`src/rtl/mca_pkg.sv`:
```
package mca_pkg;
  typedef struct packed {
    logic carry;
    logic ovf;
  } range_flags_t;
endpackage

```
`src/rtl/mca_cell.sv`:
```
module mca_cell (
  input  logic x_i,
  input  logic y_i,
  input  logic c_i,
  output logic s_o,
  output logic c_o
);
  logic prop;
  logic gen;

  assign prop = x_i ^ y_i;
  assign gen  = y_i;
  // carry mux: propagate selects incoming carry, otherwise generate
  assign c_o  = prop ? c_i : gen;
  assign s_o  = prop ^ c_i;

  always_comb begin
    if (x_i == y_i)
      a_r7_kill_gives_y: assert (c_o == y_i)
        else $error("R7: equal operand bits must emit y as carry");
  end
endmodule

```
`src/rtl/mca_chain.sv`:
```
module mca_chain #(
  parameter int WIDTH = 16
) (
  input  logic [WIDTH-1:0] x_i,
  input  logic [WIDTH-1:0] y_i,
  input  logic             cin_i,
  output logic [WIDTH-1:0] sum_o,
  output logic             c_msb_o,
  output logic             cout_o
);
  localparam int MSB = WIDTH - 1;

  if (WIDTH < 2) begin : g_bad_width
    $error("mca_chain: WIDTH must be at least 2");
  end

  for (genvar i = 0; i < WIDTH; i++) begin : g_bit
    logic c_in;
    logic c_out;
    logic s;
    if (i == 0) begin : g_first
      assign c_in = cin_i;
    end else begin : g_next
      assign c_in = g_bit[i-1].c_out;
    end
    mca_cell u_cell (
      .x_i (x_i[i]),
      .y_i (y_i[i]),
      .c_i (c_in),
      .s_o (s),
      .c_o (c_out)
    );
    assign sum_o[i] = s;
  end

  assign c_msb_o = g_bit[MSB].c_in;
  assign cout_o  = g_bit[MSB].c_out;

  always_comb begin
    if ((x_i ^ y_i) == {WIDTH{1'b1}})
      a_r8_full_propagate: assert (cout_o == cin_i && sum_o == {WIDTH{~cin_i}})
        else $error("R8: full propagate chain mismatch");
  end
endmodule

```
`src/rtl/mca_flags.sv`:
```
module mca_flags
  import mca_pkg::*;
(
  input  logic         x_msb_i,
  input  logic         y_msb_i,
  input  logic         s_msb_i,
  input  logic         c_msb_i,
  input  logic         cout_i,
  output range_flags_t flags_o
);
  assign flags_o.carry = cout_i;
  assign flags_o.ovf   = c_msb_i ^ cout_i;

  always_comb begin
    a_r3_sign_rule: assert (flags_o.ovf == ((x_msb_i == y_msb_i) && (s_msb_i != x_msb_i)))
      else $error("R3: overflow disagrees with operand sign rule");
  end
endmodule

```
`src/rtl/mux_carry_adder.sv`:
```
module mux_carry_adder
  import mca_pkg::*;
#(
  parameter int WIDTH = 16
) (
  input  logic [WIDTH-1:0] x_i,
  input  logic [WIDTH-1:0] y_i,
  input  logic             cin_i,
  output logic [WIDTH-1:0] sum_o,
  output logic             carry_o,
  output logic             ovf_o
);
  localparam int MSB = WIDTH - 1;

  logic         c_msb;
  logic         cout;
  range_flags_t flags;

  mca_chain #(.WIDTH(WIDTH)) u_chain (
    .x_i     (x_i),
    .y_i     (y_i),
    .cin_i   (cin_i),
    .sum_o   (sum_o),
    .c_msb_o (c_msb),
    .cout_o  (cout)
  );

  mca_flags u_flags (
    .x_msb_i (x_i[MSB]),
    .y_msb_i (y_i[MSB]),
    .s_msb_i (sum_o[MSB]),
    .c_msb_i (c_msb),
    .cout_i  (cout),
    .flags_o (flags)
  );

  assign carry_o = flags.carry;
  assign ovf_o   = flags.ovf;

  always_comb begin
    a_r1_sum_total: assert ({carry_o, sum_o} ==
                            ({1'b0, x_i} + {1'b0, y_i} + {{WIDTH{1'b0}}, cin_i}))
      else $error("R1/R2: sum or carry differs from arithmetic total");
  end
endmodule

```
`config.mk`:
```
export PLATFORM = sky130hd
export DESIGN_NAME = mux_carry_adder
export DESIGN_NICKNAME = d
export VERILOG_FILES = /design/src/rtl/mca_pkg.sv /design/src/rtl/mca_cell.sv /design/src/rtl/mca_chain.sv /design/src/rtl/mca_flags.sv /design/src/rtl/mux_carry_adder.sv
export SDC_FILE = /design/constraint.sdc
export NUM_CORES = 1
export LEC_CHECK = 0
export ABC_AREA = 1
export CORE_MARGIN = 1.5
export CORE_UTILIZATION = 33
export DETAILED_ROUTE_END_ITERATION = 12
export PLACE_DENSITY_LB_ADDON = 0.25
export SETUP_SLACK_MARGIN = 0.4
export SLEW_MARGIN = 20
export SYNTH_ARGS = -nofsm -noshare
export SYNTH_HDL_FRONTEND = slang
export SYNTH_HIERARCHICAL = 1
export SYNTH_SLANG_ARGS = --single-unit
```
`constraint.sdc`:
```
create_clock -name vclk -period 10.7
set_input_delay 3.21 -clock vclk [all_inputs]
set_output_delay 3.21 -clock vclk [all_outputs]
set_load 0.02 [all_outputs]
```
==> PnR_summary.wiki, run 1 <==
{| class="wikitable"
! Metric !! Value
|-
| Yosys warning total || 6
|-
| Syn nets || between 200 and 250
|-
| Number of distinct standard cells referenced by the synthesized netlist || 5
|-
| First error || [ERROR DPL-0033] detailed placement checks failed during check placement.
|-
| Netlist area before placement || 887.1 um^2
|-
| IO Count || 51
|-
| Die Y || 54.85 um
|-
| Worst endpoint after global-route timing repair || ovf_o
|-
| Effective utilization at floorplan || 35.49%
|-
| Cell Rows || 18
|-
| CTS Hold Buffers Added || 0
|-
| Halt Stage || 5_1_grt
|-
| Number of instances in the placed design || 253
|-
| Global placement routability congestion || 0.6359
|-
| Sequential area share after synthesis || 0%
|-
| Half-perimeter wire length after detailed placement || around 1.4 mm
|-
| Gate count after technology mapping || 182
|-
| Port buffer count || 51
|-
| Type of pin the worst path ends at || primary output
|-
| Outcome || stopped before the end
|-
| Cell area reported after detailed placement || between 0.001 and 0.0015 mm^2
|-
| Antenna violations before repair || 0
|-
| Maximum number of pins on one net before global-route repair || 4
|-
| Mean instance size in the synthesized netlist || between 4 and 5 um^2
|-
| Die X-Extent || 54.85 um
|}
## cell usage after synthesis, drive strengths merged
cell    count  area share (%)
nand2      83              35
inv        50              21
buf        17              14
a21boi     16              20
nand3      16             9.0
## kinds of logic after synthesis
| kind of cell | Yosys count | synth area share [%] |
|---|---|---|
| buffers and inverters | 67 | 35.54 |
| AND/OR/NAND/NOR | 99 | 44.15 |
| AO/OA/AOI/OAI | 16 | 20.31 |
## through the flow
step / util, % / hold slack (ns) / setup WS, ns
4_1_cts: 89.64 / 7.226 / 0.2529
3_5_place_dp: 54.40 / 7.476 / -0.4144
3_3_place_gp: 54.40 / 7.474 / -0.3231
2_1_floorplan: - / 6.620 / 0.8792
## what timing repair did
item	in CTS
endpoints found under the setup margin	5
gates resized for setup	21
pin swaps	3
hold endpoints to repair	0
buffers inserted	119
==> run 2: changes to the inputs <==
- CORE_UTILIZATION: 33 -> 20
- PLACE_DENSITY_LB_ADDON: 0.25 -> 0.15
- SETUP_SLACK_MARGIN: 0.4 -> unset
==> PnR_summary.wiki, run 2 <==
{| class="wikitable"
! Metric !! Value
|-
| Max-Cap Viols || 0
|-
| CTS Hold Buffers Added || 0 (unchanged)
|-
| Worst voltage drop across the vdd grid || 0.01471 mV
|-
| Post-route DRC violation count || 0
|-
| All-layer global routing usage || 6.785%
|-
| Highest-count cells in the layout ignoring fill and taps || nand2_1 (81), clkdlybuf4s50_1 (42), inv_1 (36), nand3_1 (16), buf_4 (15)
|-
| Kind of capture point of the worst setup path || primary output
|-
| Most frequent standard cell in the layout excluding fill and tap cells || nand2_1
|-
| Antenna violations before repair || 0
|-
| Peak per-stage delay on the critical path || around 0.17 ns
|-
| Cells taking the most area after synthesis || nand2_1 (35%), inv_1 (21%), a21boi_2 (20%), buf_4 (14%), nand3_1 (9.0%)
|-
| Clkbuf count || 0
|-
| Yosys warning total || 6 (unchanged)
|-
| Netlist area before placement || 887.1 um^2 (unchanged)
|-
| Average detailed-routed wire length per instance || 6.431 um
|-
| Global route total overflow || 0
|-
| Area share of the largest cell type after synthesis || 35.12% (unchanged)
|-
| Detailed router's first-iteration violation count || 18
|-
| Critical path fanouts, max || 3
|-
| Worst setup slack before clock tree synthesis || -0.4680 ns (-0.05359 ns)
|-
| Global-route wire length before repair || approximately 3.0 mm
|-
| Syn nets || 215 (unchanged)
|-
| Most repeated cell in the gate-level netlist after synthesis || nand2_1
|-
| Maximum number of pins on one net before global-route repair || 4
|-
| Setup ws final || 0.3301 ns
|-
| Post-Route WL || 1.820 mm
|-
| Global placement routability congestion || 0.6602 (+3.8%)
|-
| Commonest cells in the netlist || nand2_1 (83), inv_1 (50), buf_4 (17)
|-
| Syn-to-layout area delta || 66.85%
|-
| Post-layout min period || 10.37 ns
|-
| Slowest stage cell, crit path || a21boi_4
|-
| Worst slew margin relative to its limit || between 80% and 90%
|-
| Mean instance size in the synthesized netlist || 4.874 um^2 (unchanged)
|-
| Setup repair after global routing missed its margin || true
|-
| Sequential cell count || 0
|-
| Number of distinct standard cells referenced by the synthesized netlist || 5 (unchanged)
|-
| Sequential area share after synthesis || 0% (unchanged)
|-
| Arrival @ worst endpoint || 7.16 ns
|-
| Via-to-Cell Ratio || 3.693
|-
| DR vias || 1,045
|-
| Die X-Extent || 69.60 um (+27%)
|-
| Cell seen most often among critical-path stages || a21boi_2
|-
| Area of the placeable core || 0.004324 mm^2
|-
| Final antenna diode count || 0
|-
| Share of the core filled with cells in the final layout || between 30% and 40%
|-
| Final-report hold violation count || 0
|-
| Share of the clock period used by the worst path after layout || between 90% and 100%
|-
| Port buffer count || 51 (unchanged)
|-
| Cell taking the most area after synthesis || nand2_1
|-
| Worst endpoint required time || approximately 7.5 ns
|-
| Effective utilization at floorplan || 20.52% (-15 points)
|-
| Layout cell share with drive strength beyond 1 || approximately 23%
|-
| Final setup violation count || 0
|-
| Half-perimeter wire length after detailed placement || 1.576 mm (+9.1%)
|-
| Setup tns final || 0 ns
|-
| Via count of the first global-routing pass || around 830
|-
| Post-route cell area || 0.001480 mm^2
|-
| Worst min-delay path category || in2out
|-
| Cell area reported after detailed placement || 0.001410 mm^2 (+3.7%)
|-
| Startpoint class of the critical path || primary input
|-
| Gate count after technology mapping || 182 (unchanged)
|-
| IO Count || 51 (unchanged)
|-
| Number of detailed-route iterations in the first pass || 4
|-
| Overall power consumption || 88.34 uW
|-
| Highest Clock Rate || 0.09643 GHz
|-
| Die area || just under 0.005 mm^2
|-
| Static leakage || 0.9139 nW
|-
| NumNets Final || 266
|-
| Worst setup path class || in2out
|-
| Die Y || 69.60 um (+27%)
|-
| Worst slew pin tran || 0.2287 ns
|-
| Final number of max-transition violations || 0
|-
| Area occupied by registers || 0 um^2
|-
| Power density over the cells || 59.68 mW/mm^2
|-
| Cell Rows || 24 (+6)
|-
| Min Hold Slack || 7.188 ns
|-
| Outcome || completed
|-
| Number of instances in the placed design || 278 (+9.9%)
|-
| Number of nets with antenna violations after routing || 0
|-
| Final std cells w/o fill || around 280
|}
[run 2: cell counts after synthesis]
No cell type changed its count.
[run 2: path summary, 6_finish.rpt]
kind | from | endpoint | slack (ns) | cells past startpoint
max | y_i[0] | ovf_o | 0.33 | 38
min | cin_i | sum_o[0] | 7.19 | 4
[run 2: kinds of logic after synthesis]
family / Yosys count / synth area share, %
buf+inv: 67 / 35.54
simple gates: 99 / 44.15
compound gates: 16 / 20.31
[run 2: worst max-delay path, delay by kind of cell]
kind	cells	cell delay, ns
compound gates	16	2.56
buf+inv	19	1.23
simple gates	3	0.18
[run 2: layer usage]
layer | vias to the layer above | track usage [%] | part of all wire [%]
li1 | 611 | - | -
met1 | 405 | 9.361 | 48
met2 | 29 | 11.75 | 45
met3 | 0 | 1.163 | 6.9
met4 | 0 | 0 | 0
met5 | - | 0 | 0
[run 2: timing repair]
item,4_1_cts,5_1_grt
setup buffers,0,5
pin swaps,1,19
setup endpoints to repair,4,6
resized for setup,13,35
[run 2: layout make-up]
type / instances / area, um^2
multi-input combinational: 115 / 591.8
inverter: 50 / 190.2
tap: 52 / 65.06
timing repair buffer: 66 / 633.1
fill: 496 / 2844
[run 2: power by group]
group          total, mW  leakage [nW]  switching (mW)  internal (mW)
Combinational     0.0883         0.914          0.0421         0.0463
Sequential             0             0               0              0
Clock                  0             0               0              0
No activity file was read; power rests on OpenSTA's default activity.
==> run 3: changes to the inputs <==
- CORE_MARGIN: 1.5 -> unset
- TNS_END_PERCENT: unset -> 100
==> PnR_summary.wiki, run 3 (synthesis gave the netlist of run 2 again) <==
{| class="wikitable"
! Metric !! Value
|-
| Outcome || completed
|-
| Setup tns final || 0 ns (unchanged)
|-
| Peak per-stage delay on the critical path || 0.32 ns (+0.15 ns)
|-
| Worst slew margin relative to its limit || 84.60% (-0.11 points)
|-
| Share of the clock period used by the worst path after layout || 98.35% (+1.4 points)
|-
| Worst setup path class || in2out
|-
| Layout cell share with drive strength beyond 1 || 51.12% (+29 points)
|-
| Post-route DRC violation count || 0 (unchanged)
|-
| Kind of capture point of the worst setup path || primary output
|-
| Static leakage || 1.546 nW (+69%)
|-
| Post-route cell area || 0.002432 mm^2 (+64%)
|-
| Worst voltage drop across the vdd grid || 0.02952 mV (+100%)
|-
| Final-report hold violation count || 0 (unchanged)
|-
| Hold Crit Endpoint || sum_o[0]
|-
| Clkbuf count || 0 (unchanged)
|-
| NumNets Final || 393 (+48%)
|-
| Post-Route WL || 3.900 mm (+110%)
|-
| Cell Rows || 23 (-4.2%)
|-
| Via count of the first global-routing pass || 1,498 (+80%)
|-
| Global route total overflow || 0 (unchanged)
|-
| IO Count || 51 (unchanged)
|-
| Worst slew pin tran || 0.2307 ns (+0.001971 ns)
|-
| Post-layout min period || 10.52 ns (+0.1534 ns)
|-
| Min Hold Slack || 7.147 ns (-0.04108 ns)
|-
| Final setup violation count || 0 (unchanged)
|-
| Cell area reported after detailed placement || 0.001415 mm^2 (+0.36%)
|-
| Die Y || 68.60 um (-1.4%)
|-
| Worst setup slack before clock tree synthesis || -0.5239 ns (-0.05599 ns)
|-
| Power density over the cells || 69.38 mW/mm^2 (+16%)
|-
| Final antenna diode count || 0 (unchanged)
|-
| Half-perimeter wire length after detailed placement || 1.615 mm (+2.5%)
|-
| Most frequent standard cell in the layout excluding fill and tap cells || buf_4
|-
| All-layer global routing usage || 16.47% (+9.7 points)
|-
| Arrival @ worst endpoint || 7.31 ns (+0.15 ns)
|-
| Global-route wire length before repair || 5.871 mm (+93%)
|-
| Final number of max-transition violations || 0 (unchanged)
|-
| Area occupied by registers || 0 um^2 (unchanged)
|-
| Average detailed-routed wire length per instance || 9.559 um (+49%)
|-
| Highest Clock Rate || 0.09503 GHz (-1.5%)
|-
| Critical path fanouts, max || 2 (-1)
|-
| CTS Hold Buffers Added || 0 (unchanged)
|-
| Slowest stage cell, crit path || dlygate4sd2_1
|-
| Worst min-delay path category || in2out
|-
| Family with the most delay on the worst path || buffers and inverters
|-
| DR vias || 1,620 (+55%)
|-
| Number of detailed-route iterations in the first pass || 4 (unchanged)
|-
| Highest-count cells in the layout ignoring fill and taps || buf_4 (142), nand2_1 (81), clkdlybuf4s50_1 (37), inv_1 (33), inv_2 (17)
|-
| Die X-Extent || 68.60 um (-1.4%)
|-
| Worst endpoint required time || 7.49 ns (about the same)
|-
| Detailed router's first-iteration violation count || 55 (+37)
|-
| Number of cells traversed by the worst hold path || 4 (unchanged)
|-
| CP Buf/Inv Count || 25 (+6)
|-
| Syn-to-layout area delta || 174.2%
|-
| Setup repair after global routing missed its margin || true
|-
| Die area || 0.004706 mm^2 (-2.9%)
|-
| Startpoint class of the critical path || primary input
|-
| Port buffer count || 51 (unchanged)
|-
| Effective utilization at floorplan || 21.56% (+1.0 points)
|-
| Hold path startpoint || cin_i
|-
| Sequential cell count || 0 (unchanged)
|-
| Setup ws final || 0.1768 ns (-0.1534 ns)
|-
| Share of the core filled with cells in the final layout || 59.11% (+25 points)
|-
| Number of nets with antenna violations after routing || 0 (unchanged)
|-
| Via-to-Cell Ratio || 3.971 (+7.5%)
|-
| Antenna violations before repair || 0 (unchanged)
|-
| Cell seen most often among critical-path stages || buf_4
|-
| Maximum number of pins on one net before global-route repair || 4 (unchanged)
|-
| Max-Cap Viols || 0 (unchanged)
|-
| Global placement routability congestion || 0.6131 (-7.1%)
|-
| Area of the placeable core || 0.004115 mm^2 (-4.8%)
|}
-- run 3: changes by cell type in the layout (fill, tap and decap cells not counted) --
cell,before,now
a21boi_2,14,13
a21boi_4,2,3
buf_2,1,0
buf_4,15,142
buf_6,3,5
buf_8,1,0
clkbuf_2,0,1
clkdlybuf4s50_1,42,37
dlygate4sd2_1,1,4
dlymetal6s2s_1,3,4
inv_1,36,33
inv_2,13,17
inv_4,1,0
-- run 3: worst max path at each step --
stage / from / to / cells after the start
2_1_floorplan: x_i[0] / ovf_o / 35
3_3_place_gp: x_i[0] / ovf_o / 37
3_5_place_dp: x_i[0] / ovf_o / 37
4_1_cts: cin_i / ovf_o / 37
5_1_grt: y_i[0] / ovf_o / 38
6_report: y_i[0] / sum_o[7] / 35
-- run 3: tightest hold or removal path, stage by stage --
cell             delay (ns)
clkbuf_2               0.10
nand2_1                0.06
nand2_1                0.04
clkdlybuf4s50_1        0.53
-- run 3: layout make-up --
class | count | area [um^2]
fill | 366 | 1683
inverter | 50 | 187.7
multi-input combinational | 115 | 599.3
tap | 50 | 62.56
timing repair buffer | 193 | 1583
-- run 3: where the power goes --
group          internal, mW  switching, mW
combinational         0.105         0.0635
sequential                0              0
clock                     0              0
total                 0.105         0.0635
-- run 3: metrics by stage --
stage | power, mW | std cells
after floorplan | 0.05609 | 182
after detailed placement | 0.08428 | 277
after global routing | 0.1821 | 408
after global placement | 0.08394 | 277
after CTS | 0.1492 | 399
final | 0.1687 | 408
-- run 3: layer usage --
| metal | wire length, um | vias up | global-route usage [%] |
|---|---|---|---|
| met5 | 0 | - | 0 |
| met4 | 246 | 0 | 8.854 |
| met3 | 230 | 24 | 1.809 |
| met2 | 2042 | 59 | 34.68 |
| met1 | 1380 | 669 | 14.83 |
| li1 | - | 868 | - |
-- run 3: timing repair --
item / 4_1_cts / 5_1_grt
setup buffers: 122 / 10
pin swaps: 4 / 18
resized for setup: 20 / 38
endpoints found under the setup margin: 4 / 11
==> run 4: changes to the inputs <==
- ABC_AREA: 1 -> unset
- CORE_AREA: unset -> 2 2 63 65
- CORE_UTILIZATION: 20 -> unset
- DIE_AREA: unset -> 0 0 65 67
==> PnR_summary.wiki, run 4 <==
{| class="wikitable"
! Metric !! Value
|-
| Die area || 0.004355 mm^2 (-7.5%)
|-
| Filler Cell Count || 355 (-3.0%)
|-
| Final setup violation count || 6 (+6)
|-
| Number of distinct standard cells referenced by the synthesized netlist || 4 (-1)
|-
| Kind of capture point of the worst setup path || primary output
|-
| Startpoint class of the critical path || primary input
|-
| Failing checks || setup timing
|-
| Highest Clock Rate || 0.08439 GHz (-11%)
|-
| All-layer global routing usage || 6.657% (-9.8 points)
|-
| Detailed router's first-iteration violation count || 10 (-82%)
|-
| Area occupied by registers || 0 um^2 (unchanged)
|-
| NumNets Final || 151 (-62%)
|-
| Most repeated cell in the gate-level netlist after synthesis || buf_4
|-
| Syn-to-layout area delta || 110.5%
|-
| Global-route wire length before repair || 2.415 mm (-59%)
|-
| Max-Cap Viols || 0 (unchanged)
|-
| IO Count || 51 (unchanged)
|-
| Maximum number of pins on one net before global-route repair || 3 (-1)
|-
| Arrival @ worst endpoint || 8.64 ns (+1.33 ns)
|-
| Port buffer count || 51 (unchanged)
|-
| Number of nets with antenna violations after routing || 0 (unchanged)
|-
| Setup repair after global routing missed its margin || true
|-
| Final antenna diode count || 0 (unchanged)
|-
| Global route total overflow || 0 (unchanged)
|-
| Antenna violations before repair || 0 (unchanged)
|-
| Via count of the first global-routing pass || 634 (-58%)
|-
| Mean instance size in the synthesized netlist || 13.54 um^2 (+180%)
|-
| Most frequent standard cell in the layout excluding fill and tap cells || clkdlybuf4s50_1
|-
| Cell taking the most area after synthesis || xor3_1
|-
| Min Hold Slack || 7.282 ns (+0.1352 ns)
|-
| Final number of max-transition violations || 0 (unchanged)
|-
| Sequential area share after synthesis || 0% (unchanged)
|-
| Setup ws final || -1.150 ns (-1.327 ns)
|-
| Worst voltage drop across the vdd grid || 0.02828 mV (-4.2%)
|-
| Worst endpoint required time || 7.49 ns (about the same)
|-
| Average detailed-routed wire length per instance || 8.884 um (-7.1%)
|-
| Number of detailed-route iterations in the first pass || 2 (-2)
|-
| Commonest cells in the netlist || buf_4 (17), maj3_1 (16), xor3_1 (16)
|-
| Netlist area before placement || 676.9 um^2 (-24%)
|-
| Area of the placeable core || 0.003606 mm^2 (-12%)
|-
| Post-layout min period || 11.85 ns (+1.327 ns)
|-
| Worst min-delay path category || in2out
|-
| Clkbuf count || 0 (unchanged)
|-
| Post-route DRC violation count || 0 (unchanged)
|-
| Power density over the cells || 75.47 mW/mm^2 (+8.8%)
|-
| Yosys warning total || 6 (unchanged)
|-
| Highest-count cells in the layout ignoring fill and taps || clkdlybuf4s50_1 (39), buf_4 (26), xor3_1 (16), maj3_2 (16), buf_6 (14)
|-
| Cells taking the most area after synthesis || xor3_1 (56%), maj3_1 (24%), buf_4 (19%), xor2_1 (1.3%)
|-
| Worst setup path class || in2out
|-
| Share of the core filled with cells in the final layout || 39.52% (-20 points)
|-
| Cell Rows || 22 (-4.3%)
|-
| Overall power consumption || 107.6 uW (-36%)
|-
| Effective utilization at floorplan || 18.77% (-2.8 points)
|-
| Sequential cell count || 0 (unchanged)
|-
| Post-Route WL || 1.457 mm (-63%)
|-
| Gate count after technology mapping || 50 (-73%)
|-
| Final-report hold violation count || 0 (unchanged)
|-
| DR vias || 600 (-63%)
|-
| Area share of the largest cell type after synthesis || 56.19% (+21 points)
|-
| Share of the clock period used by the worst path after layout || 110.7% (+12 points)
|-
| Die X-Extent || 65 um (-5.2%)
|-
| Worst slew pin tran || 0.2437 ns (+0.01302 ns)
|-
| Layout cell share with drive strength beyond 1 || 50.86% (-0.26 points)
|-
| CTS Hold Buffers Added || 0 (unchanged)
|-
| Global placement routability congestion || 0.6161 (+0.49%)
|-
| Static leakage || 0.6831 nW (-56%)
|-
| Via-to-Cell Ratio || 3.659 (-7.9%)
|-
| Worst slew margin relative to its limit || 83.70% (-0.89 points)
|-
| Outcome || finished with violations
|-
| Critical path fanouts, max || 2 (unchanged)
|-
| Syn nets || 83 (-61%)
|-
| Die Y || 67 um (-2.3%)
|}
-- run 4: power by group --
part	total (mW)	switching (mW)	internal, mW
clock	0	0	0
sequential	0	0	0
combinational	0.108	0.0388	0.0688
-- run 4: layout make-up --
class | instances | area [um^2] | area share (%)
Multi-Input combinational cell | 33 | 588.1 | 41.26
Timing Repair Buffer | 83 | 777.0 | 54.52
Tap cell | 48 | 60.06 | 4.214
-- run 4: kinds of logic (layout without fill, tap and decap cells) --
logic type  after synthesis  count (layout)  share of synthesized area [%]
xor+xnor                 17              17                          57.49
fa+ha+maj                16              16                          23.66
buf+inv                  17              83                          18.85
-- run 4: timing repair --
item / 4_1_cts / 5_1_grt
buffers inserted: 9 / 4
gates resized for setup: 60 / 1
pin swaps: 17 / 16
endpoints found under the setup margin: 8 / 7
-- run 4: worst max-delay path, cell delays in order --
cell    delay [ns]
buf_6         0.09
maj3_2        0.31
maj3_2        0.31
maj3_2        0.32
maj3_2        0.31
maj3_2        0.31
maj3_2        0.32
maj3_2        0.32
maj3_2        0.31
maj3_2        0.31
maj3_2        0.31
maj3_2        0.32
maj3_2        0.31
maj3_2        0.31
maj3_2        0.31
maj3_2        0.31
maj3_2        0.35
xor2_4        0.16
buf_6         0.13
-- run 4: metrics by stage --
stage	setup slack [ns]	std cells	setup TNS (ns)	area [um^2]
2_1_floorplan	-0.9779	50	-3.097	726.9
3_3_place_gp	-1.977	153	-9.887	1316
3_5_place_dp	-1.991	153	-9.954	1316
4_1_cts	-1.414	161	-6.180	1403
5_1_grt	-1.297	164	-5.756	1425
6_report	-1.150	164	-4.892	1425
-- run 4: per-layer routing --
layer	wire length, um	vias up	global-route usage (%)
met3	268	0	2.872
met5	0	-	0
li1	-	301	-
met1	544	261	6.646
met4	0	0	0
met2	643	38	13.40
-- run 4: worst paths after layout --
| path | from | end | slack, ns | depth (start not counted) |
|---|---|---|---|---|
| worst max-delay path | x_i[0] | ovf_o | -1.15 | 19 |
| worst min-delay path | y_i[15] | sum_o[15] | 7.28 | 3 |
